**config.mk**
```make
export PLATFORM = sky130hd
export DESIGN_NAME = fetch_throttle_ctrl
export DESIGN_NICKNAME = d
export VERILOG_FILES = /design/src/rtl/fthr_pkg.sv /design/src/rtl/fthr_lane_decode.sv /design/src/rtl/fthr_stall_ctr.sv /design/src/rtl/fetch_throttle_ctrl.sv
export SDC_FILE = /design/constraint.sdc
export NUM_CORES = 1
export LEC_CHECK = 0
export BUFFER_PORTS_ARGS = -buffer_cell sky130_fd_sc_hd__clkbuf_2
export CAP_MARGIN = 0
export CORE_AREA = 2 2 113 115
export DETAILED_ROUTE_END_ITERATION = 12
export DIE_AREA = 0 0 115 117
export PLACE_DENSITY_LB_ADDON = 0.2
export RECOVER_POWER = 50
export SETUP_SLACK_MARGIN = 0.5
export SYNTH_ARGS = -nofsm -noshare
export SYNTH_HDL_FRONTEND = slang
export SYNTH_SLANG_ARGS = --single-unit
```
**constraint.sdc**
```tcl
create_clock -name clk_i -period 0.85 [get_ports clk_i]
set_clock_uncertainty 0.2 [all_clocks]
set_input_delay 0.17 -clock clk_i [delete_from_list [all_inputs] [get_ports clk_i]]
set_output_delay 0.17 -clock clk_i [all_outputs]
set_load 0.05 [all_outputs]
```
**src/rtl/fthr_pkg.sv**
```systemverilog
package fthr_pkg;
  localparam int unsigned LANES   = 8;
  localparam int unsigned INSTR_W = 32;
  localparam int unsigned IPC_W   = 8;
  localparam int unsigned DUR_W   = 2;

  // marker word: xor-immediate, zero register as source and destination
  localparam logic [5:0] MK_OPC  = 6'h11;
  localparam logic [6:0] MK_FUNC = 7'h40;
  localparam logic [4:0] ZERO_RG = 5'd31;
  localparam int unsigned IMM_LO = 13;

  function automatic logic is_marker(input logic [INSTR_W-1:0] w);
    return (w[31:26] == MK_OPC) && (w[25:21] == ZERO_RG) && w[12] &&
           (w[11:5] == MK_FUNC) && (w[4:0] == ZERO_RG);
  endfunction

  function automatic logic [IPC_W-1:0] marker_ipc(input logic [INSTR_W-1:0] w);
    return w[IMM_LO +: IPC_W];
  endfunction
endpackage

```
**src/rtl/fthr_lane_decode.sv**
```systemverilog
module fthr_lane_decode
  import fthr_pkg::*;
(
  input  logic               valid_i,
  input  logic               hint_i,
  input  logic [INSTR_W-1:0] instr_i,
  input  logic [IPC_W-1:0]   thresh_i,
  output logic               req_o
);
  logic mark_hit;

  always_comb begin
    mark_hit = is_marker(instr_i) && (marker_ipc(instr_i) <= thresh_i);
    req_o    = valid_i && (hint_i || mark_hit);
  end

  // invalid lanes never request
  always_comb begin
    if (!valid_i) a_r1_invalid_quiet: assert (!req_o);
  end
endmodule

```
**src/rtl/fthr_stall_ctr.sv**
```systemverilog
module fthr_stall_ctr
  import fthr_pkg::*;
(
  input  logic             clk_i,
  input  logic             rst_ni,
  input  logic             req_i,
  input  logic [DUR_W-1:0] dur_i,
  input  logic             flush_i,
  input  logic             disable_i,
  output logic             fetch_en_o,
  output logic             fetch_stall_o
);
  logic [DUR_W-1:0] cnt_q, cnt_d;
  logic             en_q, stall_q;

  always_comb begin
    if (flush_i || disable_i)  cnt_d = '0;
    else if (req_i)            cnt_d = dur_i;  // reload, never accumulate
    else if (cnt_q != '0)      cnt_d = cnt_q - 1'b1;
    else                       cnt_d = cnt_q;
  end

  // enable and stall are both flops so the gater qualifier only moves after the edge
  always_ff @(posedge clk_i or negedge rst_ni) begin
    if (!rst_ni) begin
      cnt_q   <= '0;
      en_q    <= 1'b1;
      stall_q <= 1'b0;
    end else begin
      cnt_q   <= cnt_d;
      en_q    <= (cnt_d == '0);
      stall_q <= (cnt_d != '0);
    end
  end

  assign fetch_en_o    = en_q;
  assign fetch_stall_o = stall_q;

  a_r8_en_inverse: assert property (@(posedge clk_i) disable iff (!rst_ni)
    fetch_en_o == !fetch_stall_o);
  a_r6_flush_clears: assert property (@(posedge clk_i) disable iff (!rst_ni)
    flush_i |=> !fetch_stall_o);
  a_r7_disable_runs: assert property (@(posedge clk_i) disable iff (!rst_ni)
    disable_i |=> fetch_en_o);
  a_r2_req_stalls: assert property (@(posedge clk_i) disable iff (!rst_ni)
    (req_i && !flush_i && !disable_i && dur_i != '0) |=> fetch_stall_o);
  a_r4_reload_full: assert property (@(posedge clk_i) disable iff (!rst_ni)
    (req_i && !flush_i && !disable_i) |=> cnt_q == $past(dur_i));
  a_r2_countdown: assert property (@(posedge clk_i) disable iff (!rst_ni)
    (fetch_stall_o && !req_i && !flush_i && !disable_i) |=> cnt_q == $past(cnt_q) - 1'b1);
  a_r2_idle_stays: assert property (@(posedge clk_i) disable iff (!rst_ni)
    (!fetch_stall_o && !req_i) |=> !fetch_stall_o);
endmodule

```
**src/rtl/fetch_throttle_ctrl.sv**
```systemverilog
module fetch_throttle_ctrl
  import fthr_pkg::*;
(
  input  logic                     clk_i,
  input  logic                     rst_ni,
  input  logic [LANES-1:0]         dec_valid_i,
  input  logic [LANES-1:0]         dec_hint_i,
  input  logic [LANES*INSTR_W-1:0] dec_instr_i,
  input  logic [IPC_W-1:0]         thresh_i,
  input  logic [DUR_W-1:0]         dur_i,
  input  logic                     flush_i,
  input  logic                     disable_i,
  output logic                     fetch_en_o,
  output logic                     fetch_stall_o
);
  logic [LANES-1:0] lane_req;
  logic             grp_req;

  for (genvar g = 0; g < LANES; g++) begin : g_lane
    fthr_lane_decode u_dec (
      .valid_i  (dec_valid_i[g]),
      .hint_i   (dec_hint_i[g]),
      .instr_i  (dec_instr_i[g*INSTR_W +: INSTR_W]),
      .thresh_i (thresh_i),
      .req_o    (lane_req[g])
    );
  end

  // whole group collapses to one request
  assign grp_req = (|lane_req) && !disable_i;

  fthr_stall_ctr u_ctr (
    .clk_i         (clk_i),
    .rst_ni        (rst_ni),
    .req_i         (grp_req),
    .dur_i         (dur_i),
    .flush_i       (flush_i),
    .disable_i     (disable_i),
    .fetch_en_o    (fetch_en_o),
    .fetch_stall_o (fetch_stall_o)
  );

  a_r1_no_valid_no_stall: assert property (@(posedge clk_i) disable iff (!rst_ni)
    (dec_valid_i == '0 && !fetch_stall_o) |=> !fetch_stall_o);
  a_r7_disable_no_req: assert property (@(posedge clk_i) disable iff (!rst_ni)
    disable_i |-> !grp_req);
endmodule

```
==> impl_metrics.sql, run 1 <==
INSERT INTO impl_metrics (metric_group, metric, value, unit) VALUES
('finish', 'commonest_cells_after_routing_fill_and_taps_aside', '282 x sky130_fd_sc_hd__clkbuf_2, 58 x sky130_fd_sc_hd__ha_1, 35 x sky130_fd_sc_hd__nand4_1', ''),
('routing', 'post_drt_via_cell_ratio', '4.55', ''),
('status', 'failed_checks', 'negative hold slack, negative setup slack', ''),
('floorplanning', 'pin_count', '288', ''),
('sta', 'finalWorstSetupSlack', '-1440', 'ps'),
('grt', 'vias_in_the_first_global_route', '3376', ''),
('finish', 'antenna-diode-count', '0', ''),
('sta', 'finalWorstPathRequiredPeriod', '2290', 'ps'),
('synthesis', 'synth_enable_flop_cells', '0', ''),
('floorplanning', 'placement_rows', '41', ''),
('setup_path', 'setup.worst_path.end_class', 'flip-flop', ''),
('sta', 'final-max-slew-violation-count', '0', ''),
('sta', 'period_share', '270', '%'),
('synthesis', 'synth_area_leaders', 'sky130_fd_sc_hd__ha_1 37%, sky130_fd_sc_hd__nand4_1 10%, sky130_fd_sc_hd__a21oi_1 5.5%, sky130_fd_sc_hd__nand2_1 5.0%, sky130_fd_sc_hd__dfrtp_1 3.5%', ''),
('sta', 'worst_pin_slew', '369', 'ps'),
('routing', 'antenna_violating_nets_post_route', '0', ''),
('flow_run', 'max_cap_violations', '0', ''),
('routing', 'drt-total-wl', '11.4', 'mm'),
('routing', 'detail_route.drc_violations', '0', ''),
('setup_path', 'timing.rr.end', 'u_ctr.fetch_en_o$_DFF_PN1_', ''),
('synthesis', 'yosys.cell_types.count', '41', ''),
('grt', 'track_usage', '15.3', '%'),
('setup_path', 'worst_setup_path_start_kind', 'input pin', ''),
('clocking', 'ctsRootBufferMaster', 'sky130_fd_sc_hd__clkbuf_16', ''),
('synthesis', 'async_flop_share', '100', '%'),
('floorplanning', 'dieArea', '13500', 'µm²'),
('sta', 'final.hold.worst_slack', '-427', 'ps'),
('synthesis', 'synth_warnings', '0', ''),
('min_path', 'holdCritPathClass', 'input pin to asynchronous set/reset pin', ''),
('finish', 'layout-drive-gt1-share', '58.2', '%'),
('sta', 'achievable-frequency', '436', 'MHz'),
('finish', 'layout-area-overhead-vs-synth', '101', '%'),
('power_and_ir_drop', 'standby_leakage_power', '2.39', 'nW'),
('floorplanning', 'floorplan.die.height', '117', 'µm'),
('placement', 'routabilityCongestion', '0.822', ''),
('floorplanning', 'die_w', '115', 'µm'),
('floorplanning', 'coreArea', '12300', 'µm²'),
('setup_path', 'worst_reg_to_reg_path_cell_count', '2', ''),
('routing', 'dr_total_vias', '3461', ''),
('routing', 'wl_per_cell', '15.0', 'µm'),
('grt', 'grt_max_degree', '6', ''),
('clocking', 'max-clock-path-buffers', '2', ''),
('grt', 'met1_layer_usage_reported_by_global_route', '19.5', '%'),
('routing', 'drt-pass1-iter-count', '5', ''),
('grt', 'antenna_found_initial', '0', ''),
('synthesis', 'synth_top_cell_by_area', 'sky130_fd_sc_hd__ha_1', ''),
('routing', 'drtIter0Drc', '89', ''),
('grt', 'gr-usage-met3', '2.01', '%'),
('grt', 'wire_length_of_the_first_global_routing_pass', '15.9', 'mm'),
('finish', 'filler_cell_count', '1318', ''),
('clocking', 'worst_skew_pair.late_latency', '230', 'ps'),
('setup_path', 'timing.critical_path.fanout_max', '3', ''),
('setup_path', 'rrSetupSlack', '-160', 'ps'),
('clocking', 'clk_pin_slew', '30', 'ps'),
('sta', 'rsz0062_at_grt', 'yes', ''),
('synthesis', 'share_of_the_synthesized_area_in_the_top_cell_type', '36.8', '%'),
('power_and_ir_drop', 'peakVddDrop', '0.501', 'mV'),
('grt', 'grt.met2_usage', '27.9', '%'),
('synthesis', 'avgSynthCellArea', '7.68', 'µm²'),
('sta', 'timing.final.setup_violations', '6', ''),
('status', 'status', 'finished with violations', ''),
('clocking', 'clock_sink_count', '4', ''),
('setup_path', 'worst-endpoint-required', '740', 'ps'),
('synthesis', 'predominant_post_synthesis_flop_cell', 'sky130_fd_sc_hd__dfrtp_1', ''),
('synthesis', 'post_synthesis_register_bit_count', '4', ''),
('power_and_ir_drop', 'p_per_area', '628', 'nW/µm²'),
('sta', 'final_hold_viol_count', '5', ''),
('grt', 'globalRoute.totalOverflow', '0', ''),
('clocking', 'ctsHtreeMaxLevel', '1', ''),
('clocking', 'tritoncts', 'done', ''),
('synthesis', 'post_synth_inst_count', '283', '');
[metal layers]
| metal | vias to the layer above | share of wire (%) |
|---|---|---|
| met5 | - | 0 |
| met4 | 0 | 0.67 |
| met3 | 6 | 7.2 |
| met2 | 148 | 50 |
| met1 | 1519 | 42 |
| li1 | 1788 | - |
[Yosys cell counts, drive strengths merged, types with 4 or more instances]
| cell | count |
|---|---|
| ha | 64 |
| nand4 | 35 |
| nand2 | 29 |
| a21oi | 24 |
| inv | 19 |
| o21ai | 15 |
| nor4 | 9 |
| nor2 | 8 |
| nor2b | 8 |
| nor3 | 8 |
| nor4bb | 7 |
| nor4b | 6 |
| o21a | 5 |
| nand4b | 4 |
| o22ai | 4 |
[worst max-delay path, stage by stage]
cell,delay (ps)
sky130_fd_sc_hd__buf_8,80
sky130_fd_sc_hd__inv_6,30
sky130_fd_sc_hd__ha_4,250
sky130_fd_sc_hd__nor2b_4,120
sky130_fd_sc_hd__o21a_1,120
sky130_fd_sc_hd__o21ai_1,60
sky130_fd_sc_hd__a211o_1,290
sky130_fd_sc_hd__a31oi_1,180
sky130_fd_sc_hd__nand4_1,180
sky130_fd_sc_hd__or3_4,440
sky130_fd_sc_hd__buf_6,140
sky130_fd_sc_hd__mux2i_1,110
[worst max-delay path by stage]
stage | from | endpoint | slack, ps | cells after the start
floorplan | thresh_i[1] | u_ctr.fetch_en_o$_DFF_PN1_ | -1580 | 11
global placement | dec_instr_i[223] | u_ctr.fetch_stall_o$_DFF_PN0_ | -1860 | 11
detailed placement | dec_instr_i[223] | u_ctr.cnt_q[0]$_DFF_PN0_ | -1910 | 11
CTS | thresh_i[1] | u_ctr.fetch_stall_o$_DFF_PN0_ | -1440 | 13
global route | thresh_i[1] | u_ctr.cnt_q[0]$_DFF_PN0_ | -1580 | 12
finish | thresh_i[1] | u_ctr.fetch_stall_o$_DFF_PN0_ | -1440 | 12
[report_power, final]
part	total (W)	switching (W)	leakage (nW)	internal (W)
Clock	0.000771	0.000150	0.0382	0.000621
Combinational	0.00176	0.000751	2.30	0.00100
Sequential	0.000212	0.00000757	0.0493	0.000204
[flip-flops by register name, indices dropped and copies added, names as in the netlist]
signal and count:
u_ctr.cnt_q 2, u_ctr.fetch_en_o 1, u_ctr.fetch_stall_o 1
[layout make-up]
cell class	instances	area, µm²	area share [%]
Inverter	19	76.3	1.75
Tap cell	150	188	4.30
Timing Repair Buffer	324	1780	40.8
Sequential cell	4	103	2.35
Clock buffer	4	78.8	1.81
Multi-Input combinational cell	259	2140	49.0
[stage by stage]
stage          setup slack (ps)  utilization [%]  instance area, µm²  power [W]  instances
5_1_grt                   -1580             35.4                4360    0.00298        760
2_1_floorplan             -1580                -                2180   0.000846        283
3_3_place_gp              -1860             33.2                4090    0.00183        755
4_1_cts                   -1440             34.7                4280    0.00271        760
3_5_place_dp              -1910             33.2                4090    0.00187        755
6_report                  -1440             35.4                4360    0.00274        760
[kinds of logic (layout without fill, tap and decap cells)]
logic type	after synthesis	count (layout)	synth area share, %
compound gates	63	63	17.5
fa+ha+maj	64	64	36.8
buf+inv	20	347	3.80
flops	4	4	4.66
mux	4	4	2.07
simple gates	128	128	35.1
[repair_timing]
action / in CTS / in global routing
endpoints found under the setup margin: 6 / 6
hold endpoints to repair: 5 / 4
pin swaps: 14 / 12
resized for setup: 21 / 26
buffers inserted: 1 / 0
cloned: 0 / 0
No activity file was read; power rests on OpenSTA's default activity.
==> run 2, diff against run 1 <==
--- a/config.mk
+++ b/config.mk
@@ -10,7 +10,8 @@
 export CORE_AREA = 2 2 113 115
 export DETAILED_ROUTE_END_ITERATION = 12
 export DIE_AREA = 0 0 115 117
-export PLACE_DENSITY_LB_ADDON = 0.2
+export GPL_ROUTABILITY_DRIVEN = 0
+export PLACE_DENSITY_LB_ADDON = 0.3
 export RECOVER_POWER = 50
 export SETUP_SLACK_MARGIN = 0.5
 export SYNTH_ARGS = -nofsm -noshare
==> impl_metrics.sql, run 2 (synthesis gave the netlist of run 1 again) <==
INSERT INTO impl_metrics (metric_group, metric, value, unit) VALUES
('floorplanning', 'dieArea', '13500', 'µm²'),
('sta', 'max_slew_margin', '67.9', '%'),
('floorplanning', 'die_w', '115', 'µm'),
('finish', 'finalInstanceArea', '4350', 'µm²'),
('floorplanning', 'pin_count', '288', ''),
('min_path', 'holdCritPathClass', 'input pin to asynchronous set/reset pin', ''),
('placement', 'hpwlAfterDp', '11.4', 'mm'),
('status', 'failed_checks', 'negative hold slack, negative setup slack', ''),
('sta', 'achievable-frequency', '433', 'MHz'),
('setup_path', 'worst_setup_path_start_kind', 'input pin', ''),
('grt', 'grt.busiest_layer', 'met2', ''),
('routing', 'drt-pass1-iter-count', '4', ''),
('routing', 'drt-total-wl', '12.2', 'mm'),
('sta', 'finalWorstPathRequiredPeriod', '2310', 'ps'),
('flow_run', 'max_cap_violations', '0', ''),
('placement', 'postPlaceCellArea', '4040', 'µm²'),
('clocking', 'ctsRootBufferMaster', 'sky130_fd_sc_hd__clkbuf_16', ''),
('finish', 'post-route-util', '35.3', '%'),
('power_and_ir_drop', 'p_comb_share', '64.1', '%'),
('clocking', 'clk_pin_slew', '30', 'ps'),
('placement', 'number_of_buffers_inserted_by_port_buffering', '287', ''),
('power_and_ir_drop', 'power_switching', '0.000917', 'W'),
('finish', 'flip_flop_count_of_the_largest_register_after_layout', '2', ''),
('clocking', 'clock_sink_count', '4', ''),
('setup_path', 'worst-endpoint-required', '800', 'ps'),
('routing', 'antenna_violating_nets_post_route', '0', ''),
('grt', 'vias_in_the_first_global_route', '3391', ''),
('sta', 'final.hold.worst_slack', '-423', 'ps'),
('grt', 'grt_max_degree', '7', ''),
('finish', 'multi_input_comb_area', '2160', 'µm²'),
('setup_path', 'start_to_end_type_of_the_worst_setup_path', 'input pin to flip-flop', ''),
('sta', 'worst_pin_slew', '477', 'ps'),
('finish', 'layout-area-overhead-vs-synth', '100', '%'),
('sta', 'rsz0062_at_grt', 'yes', ''),
('finish', 'max_flop_register', 'u_ctr.cnt_q', ''),
('routing', 'post_drt_via_cell_ratio', '4.70', ''),
('sta', 'timing.final.setup_violations', '6', ''),
('routing', 'drtIter0Drc', '74', ''),
('sta', 'period_share', '272', '%'),
('power_and_ir_drop', 'p_per_area', '625', 'nW/µm²'),
('clocking', 'postCtsSetupBuffers', '0', ''),
('placement', 'dp_cells', '750', ''),
('floorplanning', 'floorplan.die.height', '117', 'µm'),
('grt', 'track_usage', '16.2', '%'),
('finish', 'layout-drive-gt1-share', '57.5', '%'),
('setup_path', 'rrSetupSlack', '-140', 'ps'),
('power_and_ir_drop', 'standby_leakage_power', '2.38', 'nW'),
('finish', 'filler_cell_count', '1312', ''),
('floorplanning', 'initial_core_util', '17.7', '%'),
('status', 'status', 'finished with violations', ''),
('setup_path', 'worst_reg_to_reg_path_cell_count', '2', ''),
('floorplanning', 'placement_rows', '41', ''),
('routing', 'dr_total_vias', '3542', ''),
('clocking', 'numCtsBuffers', '3', ''),
('routing', 'wl_per_cell', '16.1', 'µm'),
('routing', 'detail_route.drc_violations', '0', ''),
('power_and_ir_drop', 'p_sw_share', '33.7', '%'),
('setup_path', 'timing.rr.end', 'u_ctr.fetch_en_o$_DFF_PN1_', ''),
('power_and_ir_drop', 'sequentialPowerShare', '7.8', '%'),
('power_and_ir_drop', 'intPower', '0.00180', 'W'),
('setup_path', 'reg2reg_from', 'u_ctr.cnt_q[1]$_DFF_PN0_', ''),
('clocking', 'ctsHtreeMaxLevel', '1', ''),
('finish', 'regArea', '103', 'µm²'),
('sta', 'final_hold_viol_count', '5', ''),
('finish', 'commonest_cells_after_routing_fill_and_taps_aside', '280 x sky130_fd_sc_hd__clkbuf_2, 58 x sky130_fd_sc_hd__ha_1, 35 x sky130_fd_sc_hd__nand4_1', ''),
('grt', 'grt.met2_usage', '29.4', '%'),
('clocking', 'max-clock-path-buffers', '2', ''),
('grt', 'wire_length_of_the_first_global_routing_pass', '16.6', 'mm'),
('setup_path', 'setup.worst_path.end_class', 'flip-flop', ''),
('finish', 'final_cells', '754', ''),
('grt', 'globalRoute.totalOverflow', '0', ''),
('power_and_ir_drop', 'peakVddDrop', '0.416', 'mV'),
('placement', 'worst_setup_slack_after_placement', '-2070', 'ps'),
('grt', 'met1_layer_usage_reported_by_global_route', '20.0', '%'),
('grt', 'antenna_found_initial', '1', ''),
('floorplanning', 'coreArea', '12300', 'µm²'),
('grt', 'gr-usage-met3', '4.07', '%'),
('finish', 'layout.cells.most_common', 'sky130_fd_sc_hd__clkbuf_2', ''),
('finish', 'nNetsFinal', '955', ''),
('clocking', 'tritoncts', 'done', ''),
('power_and_ir_drop', 'clkPwrFrac', '28.1', '%'),
('finish', 'antenna-diode-count', '0', ''),
('setup_path', 'data_arrival_time_at_the_worst_slack_endpoint', '2260', 'ps'),
('setup_path', 'timing.critical_path.fanout_max', '4', ''),
('sta', 'final-max-slew-violation-count', '0', ''),
('clocking', 'worst_skew_pair.late_latency', '230', 'ps'),
('sta', 'finalWorstSetupSlack', '-1460', 'ps');
## run 2: layout make-up
type	count	share of cell area (%)
flip-flops and latches	4	2.36
repair buffers	318	39.9
clock buffers	4	1.81
multi-input cells	259	49.7
well taps	150	4.32
inverters	19	1.87
## run 2: worst max path at each step
stage,start,endpoint,slack [ps],cells after the start
after global routing,thresh_i[1],u_ctr.fetch_stall_o$_DFF_PN0_,-1550,12
final,thresh_i[7],u_ctr.fetch_en_o$_DFF_PN1_,-1460,10
after detailed placement,dec_instr_i[149],u_ctr.cnt_q[0]$_DFF_PN0_,-2070,11
after CTS,dec_instr_i[197],u_ctr.cnt_q[0]$_DFF_PN0_,-1460,11
after floorplan,thresh_i[1],u_ctr.fetch_en_o$_DFF_PN1_,-1580,11
after global placement,dec_instr_i[159],u_ctr.fetch_stall_o$_DFF_PN0_,-1980,11
## run 2: stage by stage
stage | setup TNS, ps | total power [W]
floorplan | -6080 | 0.000846
finish | -6520 | 0.00272
detailed placement | -8460 | 0.00184
CTS | -6490 | 0.00268
global route | -6900 | 0.00295
global placement | -8190 | 0.00178
## run 2: repair_timing
item	CTS	global route
endpoints found under the setup margin	6	6
hold endpoints to repair	5	4
resized for setup	29	23
pin swaps	15	8
## run 2: critical path, cell delays in order
cell	delay, ps
sky130_fd_sc_hd__clkbuf_2	80
sky130_fd_sc_hd__inv_1	120
sky130_fd_sc_hd__ha_1	280
sky130_fd_sc_hd__nand4_1	150
sky130_fd_sc_hd__nor2_1	70
sky130_fd_sc_hd__a211o_1	260
sky130_fd_sc_hd__a31oi_1	170
sky130_fd_sc_hd__nand4_1	200
sky130_fd_sc_hd__or3_4	460
sky130_fd_sc_hd__mux2_4	300
## run 2: metal layers
| metal | part of all wire, % | vias up |
|---|---|---|
| met4 | 0.42 | 2 |
| met3 | 9.3 | 9 |
| met5 | 0.11 | - |
| met2 | 50 | 165 |
| li1 | - | 1778 |
| met1 | 40 | 1588 |
## run 2: power groups by stage
stage | Sequential, W | Clock [W] | Combinational, W
6_report | 0.000211 | 0.000764 | 0.00174
3_5_place_dp | 0.000212 | 0 | 0.00163
2_1_floorplan | 0.000230 | 0 | 0.000616
4_1_cts | 0.000211 | 0.000775 | 0.00170
5_1_grt | 0.000213 | 0.000790 | 0.00195
3_3_place_gp | 0.000212 | 0 | 0.00157
==> run 3, diff against run 2 <==
--- a/config.mk
+++ b/config.mk
@@ -14,6 +14,7 @@
 export PLACE_DENSITY_LB_ADDON = 0.3
 export RECOVER_POWER = 50
 export SETUP_SLACK_MARGIN = 0.5
+export SKIP_CTS_REPAIR_TIMING = 1
 export SYNTH_ARGS = -nofsm -noshare
 export SYNTH_HDL_FRONTEND = slang
 export SYNTH_SLANG_ARGS = --single-unit
==> impl_metrics.sql, run 3 (synthesis gave the netlist of run 1 again) <==
INSERT INTO impl_metrics (metric_group, metric, value, unit) VALUES
('placement', 'hpwlAfterDp', '11.4', 'mm'),
('grt', 'grt_max_degree', '7', ''),
('status', 'status', 'finished with violations', ''),
('placement', 'number_of_buffers_inserted_by_port_buffering', '287', ''),
('clocking', 'numCtsBuffers', '3', ''),
('floorplanning', 'pin_count', '288', ''),
('clocking', 'ctsHtreeMaxLevel', '1', ''),
('setup_path', 'start_to_end_type_of_the_worst_setup_path', 'input pin to flip-flop', ''),
('clocking', 'max-clock-path-buffers', '2', ''),
('finish', 'flip_flop_count_of_the_largest_register_after_layout', '2', ''),
('finish', 'layout-area-overhead-vs-synth', '99.5', '%'),
('setup_path', 'timing.critical_path.fanout_max', '6', ''),
('routing', 'drt-total-wl', '12.2', 'mm'),
('sta', 'worst_pin_slew', '469', 'ps'),
('sta', 'finalWorstSetupSlack', '-1530', 'ps'),
('clocking', 'tritoncts', 'done', ''),
('power_and_ir_drop', 'peakVddDrop', '0.416', 'mV'),
('routing', 'drtIter0Drc', '71', ''),
('floorplanning', 'die_w', '115', 'µm'),
('setup_path', 'worst-endpoint-required', '800', 'ps'),
('grt', 'antenna_found_initial', '1', ''),
('clocking', 'ctsRootBufferMaster', 'sky130_fd_sc_hd__clkbuf_16', ''),
('routing', 'dr_total_vias', '3524', ''),
('min_path', 'holdCritPathClass', 'input pin to asynchronous set/reset pin', ''),
('sta', 'final.hold.worst_slack', '-423', 'ps'),
('flow_run', 'max_cap_violations', '0', ''),
('grt', 'vias_in_the_first_global_route', '3354', ''),
('grt', 'track_usage', '16.0', '%'),
('sta', 'final_hold_viol_count', '5', ''),
('setup_path', 'setup.worst_path.end_class', 'flip-flop', ''),
('finish', 'commonest_cells_after_routing_fill_and_taps_aside', '282 x sky130_fd_sc_hd__clkbuf_2, 56 x sky130_fd_sc_hd__ha_1, 35 x sky130_fd_sc_hd__nand4_1', ''),
('sta', 'final-max-slew-violation-count', '0', ''),
('routing', 'drt-pass1-iter-count', '4', ''),
('finish', 'nNetsFinal', '955', ''),
('sta', 'max_slew_margin', '68.5', '%'),
('finish', 'max_flop_register', 'u_ctr.cnt_q', ''),
('power_and_ir_drop', 'total_power', '0.00271', 'W'),
('sta', 'rsz0062_at_grt', 'yes', ''),
('setup_path', 'worst_setup_path_start_kind', 'input pin', ''),
('placement', 'worst_setup_slack_after_placement', '-2070', 'ps'),
('clocking', 'worst_skew_pair.late_latency', '230', 'ps'),
('floorplanning', 'dieArea', '13500', 'µm²'),
('floorplanning', 'coreArea', '12300', 'µm²'),
('sta', 'period_share', '279', '%'),
('finish', 'layout-drive-gt1-share', '57.5', '%'),
('status', 'failed_checks', 'negative hold slack, negative setup slack', ''),
('clocking', 'clk_pin_slew', '30', 'ps'),
('clocking', 'clock_sink_count', '4', ''),
('grt', 'globalRoute.totalOverflow', '0', ''),
('floorplanning', 'initial_core_util', '17.7', '%'),
('sta', 'finalWorstPathRequiredPeriod', '2380', 'ps'),
('setup_path', 'data_arrival_time_at_the_worst_slack_endpoint', '2320', 'ps'),
('power_and_ir_drop', 'p_per_area', '624', 'nW/µm²'),
('power_and_ir_drop', 'standby_leakage_power', '2.36', 'nW'),
('finish', 'layout.cells.most_common', 'sky130_fd_sc_hd__clkbuf_2', ''),
('sta', 'achievable-frequency', '421', 'MHz'),
('grt', 'wire_length_of_the_first_global_routing_pass', '16.4', 'mm'),
('routing', 'detail_route.drc_violations', '0', ''),
('routing', 'wl_per_cell', '16.2', 'µm'),
('floorplanning', 'floorplan.die.height', '117', 'µm'),
('routing', 'post_drt_via_cell_ratio', '4.67', ''),
('sta', 'timing.final.setup_violations', '6', ''),
('floorplanning', 'placement_rows', '41', ''),
('finish', 'antenna-diode-count', '0', ''),
('routing', 'antenna_violating_nets_post_route', '0', ''),
('sta', 'setup_tns', '-6770', 'ps');
==> run 3: cell type report <==
class / count / area, µm²
Sequential cell: 4 / 103
Tap cell: 150 / 188
Timing Repair Buffer: 318 / 1710
Fill cell: 1312 / 7970
Clock buffer: 4 / 78.8
Multi-Input combinational cell: 259 / 2180
Inverter: 19 / 77.6
==> run 3: report_power, final <==
| group | switching, W | internal [W] |
|---|---|---|
| Combinational | 0.000766 | 0.000967 |
| Sequential | 0.00000662 | 0.000204 |
| Clock | 0.000144 | 0.000620 |
==> run 3: metal layers <==
| metal | wire length [µm] | part of all wire (%) | global-route usage (%) |
|---|---|---|---|
| met3 | 1080 | 8.8 | 4.02 |
| met2 | 6150 | 50 | 28.9 |
| met1 | 4900 | 40 | 19.8 |
| met5 | 13 | 0.11 | 0 |
| met4 | 51 | 0.42 | 1.85 |
==> run 3: stage by stage <==
| step | instance area [µm²] | hold WS (ps) | cells | util (%) |
|---|---|---|---|---|
| 2_1_floorplan | 2180 | -326 | 283 | - |
| 3_3_place_gp | 4040 | -217 | 750 | 32.8 |
| 3_5_place_dp | 4040 | -214 | 750 | 32.8 |
| 4_1_cts | 4120 | -452 | 754 | 33.4 |
| 5_1_grt | 4340 | -411 | 754 | 35.2 |
| 6_report | 4340 | -423 | 754 | 35.2 |
==> run 3: path summary, 6_finish.rpt <==
kind                       slack [ps]                startpoint  cells past startpoint                    endpoint
min in group clk_i                  0                  dur_i[1]                      3    u_ctr.cnt_q[1]$_DFF_PN0_
max in group asynchronous         610                    rst_ni                      1  u_ctr.fetch_en_o$_DFF_PN1_
hold / removal                   -420                    rst_ni                      1    u_ctr.cnt_q[1]$_DFF_PN0_
setup reg to reg                 -140  u_ctr.cnt_q[1]$_DFF_PN0_                      2  u_ctr.fetch_en_o$_DFF_PN1_
setup / recovery                -1530               thresh_i[5]                      9  u_ctr.fetch_en_o$_DFF_PN1_
hold reg to reg                   360  u_ctr.cnt_q[0]$_DFF_PN0_                      2    u_ctr.cnt_q[1]$_DFF_PN0_
==> run 3: worst max-delay path: stages <==
cell	delay (ps)
sky130_fd_sc_hd__buf_6	70
sky130_fd_sc_hd__clkinvlp_4	190
sky130_fd_sc_hd__buf_6	200
sky130_fd_sc_hd__ha_4	250
sky130_fd_sc_hd__nand4_1	130
sky130_fd_sc_hd__o311a_1	390
sky130_fd_sc_hd__a41o_1	200
sky130_fd_sc_hd__or3_4	400
sky130_fd_sc_hd__mux2_4	300
